$ cat config.mk
export PLATFORM = sky130hd
export DESIGN_NAME = hash_word_port
export DESIGN_NICKNAME = d
export VERILOG_FILES = /design/src/rtl/hwp_pkg.sv /design/src/rtl/hwp_xfer.sv /design/src/rtl/hwp_engine_stub.sv /design/src/rtl/hash_word_port.sv
export SDC_FILE = /design/constraint.sdc
export NUM_CORES = 1
export LEC_CHECK = 0
export ABC_AREA = 1
export CAP_MARGIN = 10
export CELL_PAD_IN_SITES_DETAIL_PLACEMENT = 1
export CELL_PAD_IN_SITES_GLOBAL_PLACEMENT = 2
export CORE_MARGIN = 5
export CORE_UTILIZATION = 36
export CTS_CLUSTER_SIZE = 12
export DETAILED_ROUTE_END_ITERATION = 10
export GPL_TIMING_DRIVEN = 0
export PLACE_DENSITY = 0.78
export SYNTH_ARGS = -nofsm -noshare
export SYNTH_HDL_FRONTEND = slang
export SYNTH_SLANG_ARGS = --single-unit
$ cat constraint.sdc
create_clock -name clk -period 2.89 [get_ports clk]
set_clock_uncertainty 0.2 [all_clocks]
set_input_delay 0.578 -clock clk [delete_from_list [all_inputs] [get_ports clk]]
set_output_delay 0.578 -clock clk [all_outputs]
set_load 0.03 [all_outputs]
$ cat src/rtl/hwp_pkg.sv
package hwp_pkg;
  typedef enum logic [1:0] {
    XF_IDLE = 2'd0,
    XF_ACK  = 2'd1,
    XF_REST = 2'd2
  } xfer_st_e;
endpackage

$ cat src/rtl/hwp_xfer.sv
// Three-cycle request/acknowledge sequencer: accept, acknowledge, rest.
module hwp_xfer
  import hwp_pkg::*;
(
  input  logic clk,
  input  logic rst_n,
  input  logic req,
  input  logic allow,
  output logic take,
  output logic ack
);
  xfer_st_e st_q;

  assign take = (st_q == XF_IDLE) && req && allow;
  assign ack  = (st_q == XF_ACK);

  always_ff @(posedge clk) begin
    if (!rst_n) begin
      st_q <= XF_IDLE;
    end else begin
      unique case (st_q)
        XF_IDLE: if (take) st_q <= XF_ACK;
        XF_ACK:  st_q <= XF_REST;
        default: st_q <= XF_IDLE;
      endcase
    end
  end

  // acknowledge lasts one cycle and is followed by a rest cycle
  p_ack_single_r2: assert property (@(posedge clk) disable iff (!rst_n)
    ack |=> !ack);
  p_ack_rest_r2: assert property (@(posedge clk) disable iff (!rst_n)
    $fell(ack) |=> !ack);
endmodule

$ cat src/rtl/hwp_engine_stub.sv
// Stand-in for the hash rounds: fixed latency, simple chaining transform.
module hwp_engine_stub #(
  parameter int unsigned W       = 16,
  parameter int unsigned BW      = 16,
  parameter int unsigned DW      = 16,
  parameter int unsigned CYC     = 24,
  parameter logic [W-1:0] IV_SEED = 16'h6A09
) (
  input  logic            clk,
  input  logic            rst_n,
  input  logic            clr,
  input  logic            start,
  input  logic [BW*W-1:0] blk,
  output logic            busy,
  output logic            done,
  output logic [DW*W-1:0] state
);
  localparam int unsigned CW = $clog2(CYC + 1);

  logic [CW-1:0]   cnt_q;
  logic            busy_q;
  logic [DW*W-1:0] st_q, nxt, iv;

  generate
    for (genvar i = 0; i < DW; i++) begin : g_word
      logic [W-1:0] s;
      assign s = st_q[(DW-1-i)*W +: W];
      assign nxt[(DW-1-i)*W +: W] = {s[W-2:0], s[W-1]} ^ blk[(BW-1-i)*W +: W];
      assign iv[(DW-1-i)*W +: W]  = IV_SEED + W'(i);
    end
  endgenerate

  assign busy  = busy_q;
  assign done  = busy_q && (cnt_q == CW'(1));
  assign state = st_q;

  always_ff @(posedge clk) begin
    if (!rst_n || clr) begin
      busy_q <= 1'b0;
      cnt_q  <= '0;
      st_q   <= iv;
    end else if (start) begin
      busy_q <= 1'b1;
      cnt_q  <= CW'(CYC);
    end else if (busy_q) begin
      cnt_q <= cnt_q - CW'(1);
      if (done) begin
        busy_q <= 1'b0;
        st_q   <= nxt;
      end
    end
  end

  // a start always opens a busy window
  p_busy_after_start_r4: assert property (@(posedge clk) disable iff (!rst_n)
    (start && !clr) |=> busy_q);
  // chaining state moves only when a block completes or on clear
  p_state_hold_r3: assert property (@(posedge clk) disable iff (!rst_n)
    (!busy_q && !clr) |=> $stable(st_q));
endmodule

$ cat src/rtl/hash_word_port.sv
module hash_word_port #(
  parameter int unsigned WORD_W        = 16,
  parameter int unsigned BLOCK_WORDS   = 16,
  parameter int unsigned DIGEST_WORDS  = 16,
  parameter int unsigned ENGINE_CYCLES = 24,
  parameter logic [WORD_W-1:0] IV_SEED = 16'h6A09
) (
  input  logic              clk,
  input  logic              rst_n,
  input  logic              init,
  input  logic              load,
  input  logic              eom,
  input  logic [WORD_W-1:0] idata,
  input  logic              fetch,
  output logic              ack,
  output logic [WORD_W-1:0] odata,
  output logic              busy,
  output logic              digest_ready
);
  localparam int unsigned WCW = $clog2(BLOCK_WORDS);
  localparam int unsigned PCW = $clog2(DIGEST_WORDS);
  localparam int unsigned BLK_BITS = BLOCK_WORDS * WORD_W;
  localparam int unsigned DIG_BITS = DIGEST_WORDS * WORD_W;

  logic [BLK_BITS-1:0] blk_q;
  logic [WCW-1:0]      wcnt_q;
  logic [PCW-1:0]      fptr_q;
  logic                go_q, last_q, dig_q;
  logic [WORD_W-1:0]   odata_q;

  logic ld_allow, ld_take, ld_ack;
  logic fe_allow, fe_take, fe_ack;
  logic eng_busy, eng_done;
  logic [DIG_BITS-1:0] st_w;
  logic blk_full;

  assign ld_allow = !init && !go_q && !eng_busy && !dig_q;
  assign fe_allow = !init && dig_q;
  assign blk_full = (wcnt_q == WCW'(BLOCK_WORDS - 1));

  hwp_xfer u_load_xfer (
    .clk(clk), .rst_n(rst_n), .req(load), .allow(ld_allow),
    .take(ld_take), .ack(ld_ack)
  );

  hwp_xfer u_fetch_xfer (
    .clk(clk), .rst_n(rst_n), .req(fetch), .allow(fe_allow),
    .take(fe_take), .ack(fe_ack)
  );

  hwp_engine_stub #(
    .W(WORD_W), .BW(BLOCK_WORDS), .DW(DIGEST_WORDS),
    .CYC(ENGINE_CYCLES), .IV_SEED(IV_SEED)
  ) u_engine (
    .clk(clk), .rst_n(rst_n), .clr(init), .start(go_q), .blk(blk_q),
    .busy(eng_busy), .done(eng_done), .state(st_w)
  );

  // Message side: fill buffer first-word-most-significant, fire engine when full
  always_ff @(posedge clk) begin
    if (!rst_n) begin
      blk_q  <= '0;
      wcnt_q <= '0;
      go_q   <= 1'b0;
      last_q <= 1'b0;
      dig_q  <= 1'b0;
    end else if (init) begin
      wcnt_q <= '0;
      go_q   <= 1'b0;
      last_q <= 1'b0;
      dig_q  <= 1'b0;
    end else begin
      go_q <= 1'b0;
      if (ld_take) begin
        blk_q[(BLOCK_WORDS-1-int'(wcnt_q))*WORD_W +: WORD_W] <= idata;
        if (blk_full) begin
          wcnt_q <= '0;
          go_q   <= 1'b1;
          last_q <= eom;
        end else begin
          wcnt_q <= wcnt_q + WCW'(1);
        end
      end
      if (eng_done && last_q) dig_q <= 1'b1;
    end
  end

  // Digest side: word-serial read-back with wrapping pointer
  always_ff @(posedge clk) begin
    if (!rst_n) begin
      fptr_q  <= '0;
      odata_q <= '0;
    end else if (init) begin
      fptr_q <= '0;
    end else if (fe_take) begin
      odata_q <= st_w[(DIGEST_WORDS-1-int'(fptr_q))*WORD_W +: WORD_W];
      fptr_q  <= (fptr_q == PCW'(DIGEST_WORDS - 1)) ? '0 : fptr_q + PCW'(1);
    end
  end

  assign ack          = ld_ack | fe_ack;
  assign odata        = odata_q;
  assign busy         = go_q | eng_busy;
  assign digest_ready = dig_q;

  // no load acknowledge may follow a busy cycle
  p_load_held_busy_r5: assert property (@(posedge clk) disable iff (!rst_n)
    $past(busy) |-> !ld_ack);
  // fetch acknowledges only with a digest present
  p_fetch_needs_digest_r7: assert property (@(posedge clk) disable iff (!rst_n)
    fe_ack |-> digest_ready);
  // pointer returns to word 0 after the last digest word
  p_ptr_wrap_r8: assert property (@(posedge clk) disable iff (!rst_n)
    (fe_take && fptr_q == PCW'(DIGEST_WORDS - 1) && !init) |=> (fptr_q == '0));
  // digest only after a block flagged as final
  p_ready_final_r6: assert property (@(posedge clk) disable iff (!rst_n)
    $rose(digest_ready) |-> $past(last_q));
  // no load acknowledge while a digest is being held
  p_no_load_on_digest_r10: assert property (@(posedge clk) disable iff (!rst_n)
    (digest_ready && $past(digest_ready)) |-> !ld_ack);
  // start is a single-cycle pulse
  p_go_pulse_r4: assert property (@(posedge clk) disable iff (!rst_n)
    go_q |=> !go_q);
  // the two directions never acknowledge together
  p_ack_excl_r2: assert property (@(posedge clk) disable iff (!rst_n)
    !(ld_ack && fe_ack));
endmodule

==> run metrics, run 1 <==
count of final hold-check violations=0; reg2reg start=wcnt_q[2]; die height=276 um; vias in the first global route=25859; Worst Setup SP=wcnt_q[2]; Synth-to-Final Area Change=16.9%; CP Launch Type=register; final net count=3784; leakage=11.6 nW; initial core utilization=0.364; clk_lat worst skew=0.65 ns; Comb power frac=0.048; Least-Margin Pin Slew=1.25 ns; main flop type after synthesis=dfxtp_1; Vias=25976; Syn. warnings=0; Antenna diodes=0; GR Overflow Total=0; die area=0.0764 mm^2; Max Cap Violations=0; Total Wirelength=132000 um; hold path depth=1; Final Wtd Congestion=1.04; final setup fails=9; critical path class=register to register; DR iter-0 viols=2233; IO Count=41; non-filler instance count after layout=4747; Clock Pin Slew Worst Setup and Hold Paths=0.06 ns; 1st-pass router iterations=5; delay-heaviest family, CP=simple AND/OR/NAND/NOR gates; DRC errors left=0; worst slack at placement=-1.51 ns; CP max stage delay=0.57 ns; Tmin final=2.97 ns; switch share=0.244; EDFF count, synth=0; crit end category=register; layout cells sized above 1=0.0862; drt via density=5.47; WP data arrival=3.32 ns; die width=276 um; P_int=12.7 mW; Hold EP=u_load_xfer.st_q[1]; largest fanout on the critical path=10; wire per inst=27.9 um; H-Tree Depth=2; All-Layer GR Usage=0.330; setup ws final=-0.0759 ns; Buffers on Ports=40; power density cells=561 mW/mm^2; Fmax=337 MHz; Peak VDD IR=0.517 mV; TritonCTS clock tree=done; Rows=97; slack of the worst reg-to-reg path=-0.08 ns; Slew headroom=0.165; Yosys cell types=32; detailed placer's ending HPWL=105000 um; FILL cells=8809; CTS sink count=549; Hold Crit Class=register to register; Num CTS Buffers=61; P_sw=4.09 mW; Buf+Inv Stages, Crit Path=2; worst flop-to-flop path endpoint=blk_q[35]; sequential fraction of the synthesis area=0.430; syn_area_per_cell=7.03 um^2; Clock power frac=0.498; run status=complete, but fails checks; worst r2r path cells=9; hold slack final=0.254 ns; Worst path most repeated cell=nand2_1; crit path cell chain=buf_4, nand3_1, nand2_1, clkbuf_2, nor2_2, nand2_1, nand3_1, nand2_1, nor2_1; first-pass GRT wire length=185000 um; CTS Buffer Depth=3; core area=0.0703 mm^2; pin count of the biggest net entering global routing=16; initial antenna violation count=4; failing checks=negative setup slack; Post-Syn Instances=3635; Slew Viols, Final=0; HP Start=u_load_xfer.st_q[1]; Net Count, Synth=3662; Syn Std Cell Area=0.0256 mm^2; Post-synth ARST share=0; cell count after placement=4618; Routed Antenna Nets=0; Reg power frac=0.454; clock root buffer master=clkbuf_16; RSZ-0062 raised after global routing=true; required time of the critical path=3.25 ns; slowest library cell on the worst path=nor2_2; Post-CTS Hold Fix Bufs=0; Tcrit/Tclk final=1.03; post-synthesis register bit count=549; final setup TNS=-0.310 ns
-- layout make-up --
type,count,area [um^2],area share
plain buffers,236,1110,0.0370
clock buffers,94,1920,0.0643
clock inverters,19,216,0.00725
inverters,297,1130,0.0378
multi-input cells,2551,12700,0.426
flip-flops and latches,549,11000,0.368
well taps,940,1180,0.0394
repair buffers,61,611,0.0204
-- cell families after synthesis --
group | synth area share
AOI/OAI and AO/OA | 0.151
adders and majority gates | 0.00245
DFF | 0.430
and+or+nand+nor | 0.253
xor gates and xnor gates | 0.0808
buffers and inverters | 0.0824
-- through the flow --
step	instance area (um^2)	utilization	power, mW
after global placement	27100	0.386	8.51
after detailed placement	27200	0.387	8.52
after floorplan	25600	-	8.14
final	29900	0.425	16.8
after global routing	29900	0.425	17.2
after CTS	29700	0.422	16.8
-- worst max-delay path by stage --
stage / end / slack, ns / cells after the start
floorplan: blk_q[201] / 0.47 / 11
global placement: u_engine.state[174] / -2.51 / 8
detailed placement: u_engine.state[75] / -1.51 / 9
CTS: odata[0] / -0.09 / 9
global route: blk_q[44] / -0.12 / 13
finish: blk_q[35] / -0.08 / 9
-- cell usage in the layout (no fill, tap or decap), drive strengths merged, types with 5 or more instances in the layout --
master / instances
nor3: 18
nand4: 6
clkbuf: 231
o21ai: 310
clkinvlp: 5
inv: 292
nor2: 673
o211ai: 99
nand2: 602
clkdlybuf4s50: 39
dfxtp: 549
xor2: 155
buf: 120
a21oi: 307
clkinv: 15
xnor2: 79
nand3: 288
ha: 5
-- state kept, by name, indices dropped and copies added, names as in the netlist --
| register | flops |
|---|---|
| u_fetch_xfer.st_q | 2 |
| u_load_xfer.st_q | 2 |
| last_q | 1 |
| blk_q | 256 |
| odata | 16 |
| fptr_q | 4 |
| wcnt_q | 4 |
| digest_ready | 1 |
| u_engine.cnt_q | 5 |
| go_q | 1 |
| u_engine.state | 256 |
| u_engine.busy | 1 |
-- repair_timing --
item | CTS | global route
resized for setup | 118 | 68
pin swaps | 5 | 7
endpoints found under the setup margin | 538 | 358
buffers inserted | 7 | 11
-- cells in the mapped netlist (4+ instances only) --
cell type / instances / area share
o21ai_1: 9 / 0.0018
nand2_1: 602 / 0.088
inv_2: 8 / 0.0012
o21ai_0: 301 / 0.059
xnor2_1: 78 / 0.027
clkbuf_1: 136 / 0.020
a31oi_1: 4 / 0.00098
nor3_1: 17 / 0.0033
buf_2: 56 / 0.011
nand4_1: 6 / 0.0015
nor2_4: 5 / 0.0022
ha_1: 5 / 0.0024
nor2_2: 10 / 0.0024
o211ai_1: 99 / 0.029
clkinv_1: 5 / 0.00073
inv_1: 284 / 0.042
buf_1: 39 / 0.0057
a21oi_1: 307 / 0.060
nor2_1: 658 / 0.097
dfxtp_1: 549 / 0.43
xor2_1: 154 / 0.053
nand3_1: 285 / 0.056
-- metal layers --
| layer | wire [um] | global-route usage | part of all wire |
|---|---|---|---|
| met2 | 57900 | 0.519 | 0.44 |
| met5 | 0 | 0 | 0 |
| met3 | 9750 | 0.0692 | 0.074 |
| met1 | 58000 | 0.443 | 0.44 |
| met4 | 6580 | 0.136 | 0.050 |
-- power groups by stage --
stage	clock network (mW)	logic, mW	registers, mW
after floorplan	0	0.370	7.77
after global placement	0	0.731	7.78
after detailed placement	0	0.744	7.78
after global routing	8.73	0.836	7.61
final	8.34	0.805	7.61
after CTS	8.43	0.765	7.61
Power figures use the tool's default switching activity.
==> run 2, diff against run 1 <==
--- a/config.mk
+++ b/config.mk
@@ -10,11 +10,11 @@
 export CELL_PAD_IN_SITES_DETAIL_PLACEMENT = 1
 export CELL_PAD_IN_SITES_GLOBAL_PLACEMENT = 2
 export CORE_MARGIN = 5
-export CORE_UTILIZATION = 36
+export CORE_UTILIZATION = 39
 export CTS_CLUSTER_SIZE = 12
 export DETAILED_ROUTE_END_ITERATION = 10
 export GPL_TIMING_DRIVEN = 0
-export PLACE_DENSITY = 0.78
+export PLACE_DENSITY = 0.84
 export SYNTH_ARGS = -nofsm -noshare
 export SYNTH_HDL_FRONTEND = slang
 export SYNTH_SLANG_ARGS = --single-unit
==> constraint.sdc (replaced) <==
create_clock -name clk -period 3.7 [get_ports clk]
set_clock_uncertainty 0.2 [all_clocks]
set_input_delay 0.74 -clock clk [delete_from_list [all_inputs] [get_ports clk]]
set_output_delay 0.74 -clock clk [all_outputs]
set_load 0.03 [all_outputs]
==> run metrics, run 2 (synthesis gave the netlist of run 1 again) <==
required time of the critical path=4.08 ns; pin count of the biggest net entering global routing=16; Final Wtd Congestion=1.10; Vias=25940; vias in the first global route=26568; GR Overflow Total=0; Tcrit/Tclk final=1.04; Post-CTS Repair Setup Buffers=0; CTS sink count=549; failing checks=negative setup slack; crit path cell chain=clkbuf_1, buf_1, o211ai_1, nand3_1, nand3_1, nand3_1, nand2_1, inv_1; met3 wire len=11400 um; Clock Pin Slew Worst Setup and Hold Paths=0.07 ns; Synth-to-Final Area Change=13.9%; Worst path most repeated cell=nand3_1; All-Layer GR Usage=0.351; DRC errors left=0; clock root buffer master=clkbuf_16; die height=266 um; initial core utilization=0.395; core area=0.0647 mm^2; clk_lat worst skew=0.65 ns; CP Launch Type=register; initial antenna violation count=6; layout cells sized above 1=0.0520; Buffers on Ports=40; Total Wirelength=128000 um; first-pass GRT wire length=182000 um; largest fanout on the critical path=10; Top Metal Used=met5; most frequent cells in the layout=nor2_1 (657), nand2_1 (602), dfxtp_1 (549); H-Tree Depth=2; die width=266 um; count of final hold-check violations=0; Max Cap Violations=0; setup ws final=-0.157 ns; CP max stage delay=0.99 ns; Rows=93; Fmax=259 MHz; Num CTS Buffers=61; CTS Buffer Depth=3; Hold Crit Class=register to register; die area=0.0708 mm^2; Least-Margin Pin Slew=1.39 ns; Final Util=0.450; run status=complete, but fails checks; worst slack at placement=-0.720 ns; wire per inst=27.5 um; IO Count=41; Slew headroom=0.0637; final setup fails=23; detailed placer's ending HPWL=101000 um; final net count=3770; crit end category=register; power density cells=439 mW/mm^2; Tmin final=3.86 ns; Routed Antenna Nets=0; Metal-1 WL=52900 um; met2 wire len=56100 um; drt via density=5.58; critical path class=register to register; 1st-pass router iterations=6; commonest non-fill, non-tap cell in the layout=nor2_1; leakage=11.2 nW; slowest library cell on the worst path=buf_1; WP data arrival=4.24 ns; DR iter-0 viols=2655; Slew Viols, Final=0; TritonCTS clock tree=done; Peak VDD IR=0.363 mV
run 2: changes by cell type in the layout (fill, tap and decap cells not counted), sizes merged:
| cell | delta |
|---|---|
| buf | -15 |
| bufinv | -1 |
| clkbuf | +5 |
| clkdlybuf4s15 | +1 |
| clkdlybuf4s50 | +1 |
| clkinv | -3 |
| clkinvlp | -3 |
| diode | +2 |
| dlygate4sd2 | -1 |
run 2: worst paths after layout:
check / from / endpoint / slack, ns / depth (start not counted)
worst max-delay path: fptr_q[1] / odata[10] / -0.16 / 8
worst min-delay path: u_fetch_xfer.st_q[0] / u_fetch_xfer.st_q[1] / 0.27 / 2
worst max register to register: fptr_q[1] / odata[10] / -0.16 / 8
worst min register to register: u_fetch_xfer.st_q[0] / u_fetch_xfer.st_q[1] / 0.27 / 2
run 2: worst max-delay path: cells and delay by family, from the launching register on:
kind,cells,cell delay [ns]
flip-flops,1,0.42
buffers and inverters,3,1.77
AND/OR/NAND/NOR,4,1.00
AO/OA/AOI/OAI,1,0.38
run 2: area by class of cell:
cell class | instances | area [um^2]
Antenna cell | 2 | 5.00
Fill cell | 8253 | 35600
Clock inverter | 12 | 151
Inverter | 297 | 1110
Multi-Input combinational cell | 2551 | 12500
Buffer | 237 | 1000
Sequential cell | 549 | 11000
Tap cell | 855 | 1070
Clock buffer | 99 | 1860
Timing Repair Buffer | 46 | 468
run 2: report_power, final:
group | internal [mW] | switching (mW)
Sequential | 5.93 | 0.0199
Combinational | 0.124 | 0.471
Clock | 3.62 | 2.63
Total | 9.67 | 3.12
run 2: repair_timing:
action | 4_1_cts | 5_1_grt
gates resized for setup | 3 | 6
pin swaps | 0 | 0
hold buffers | 0 | 0
setup endpoints to repair | 104 | 11
run 2: through the flow:
stage               instances  hold slack (ns)  setup TNS [ns]  power, mW  cell area, um^2
detailed placement       4535            0.261          -57.36       6.65            27100
finish                   4648            0.270          -0.892       12.8            29100
CTS                      4645            0.268               0       12.8            29100
floorplan                3635            0.224               0       6.36            25600
global placement         4530            0.237         -292.98       6.64            27000
global route             4646            0.288        -0.00210       13.1            29100
run 2: layer usage:
layer | vias to the layer above | track usage
li1 | 11879 | -
met1 | 12804 | 0.450
met2 | 967 | 0.555
met3 | 280 | 0.0951
met4 | 10 | 0.158
met5 | - | 0
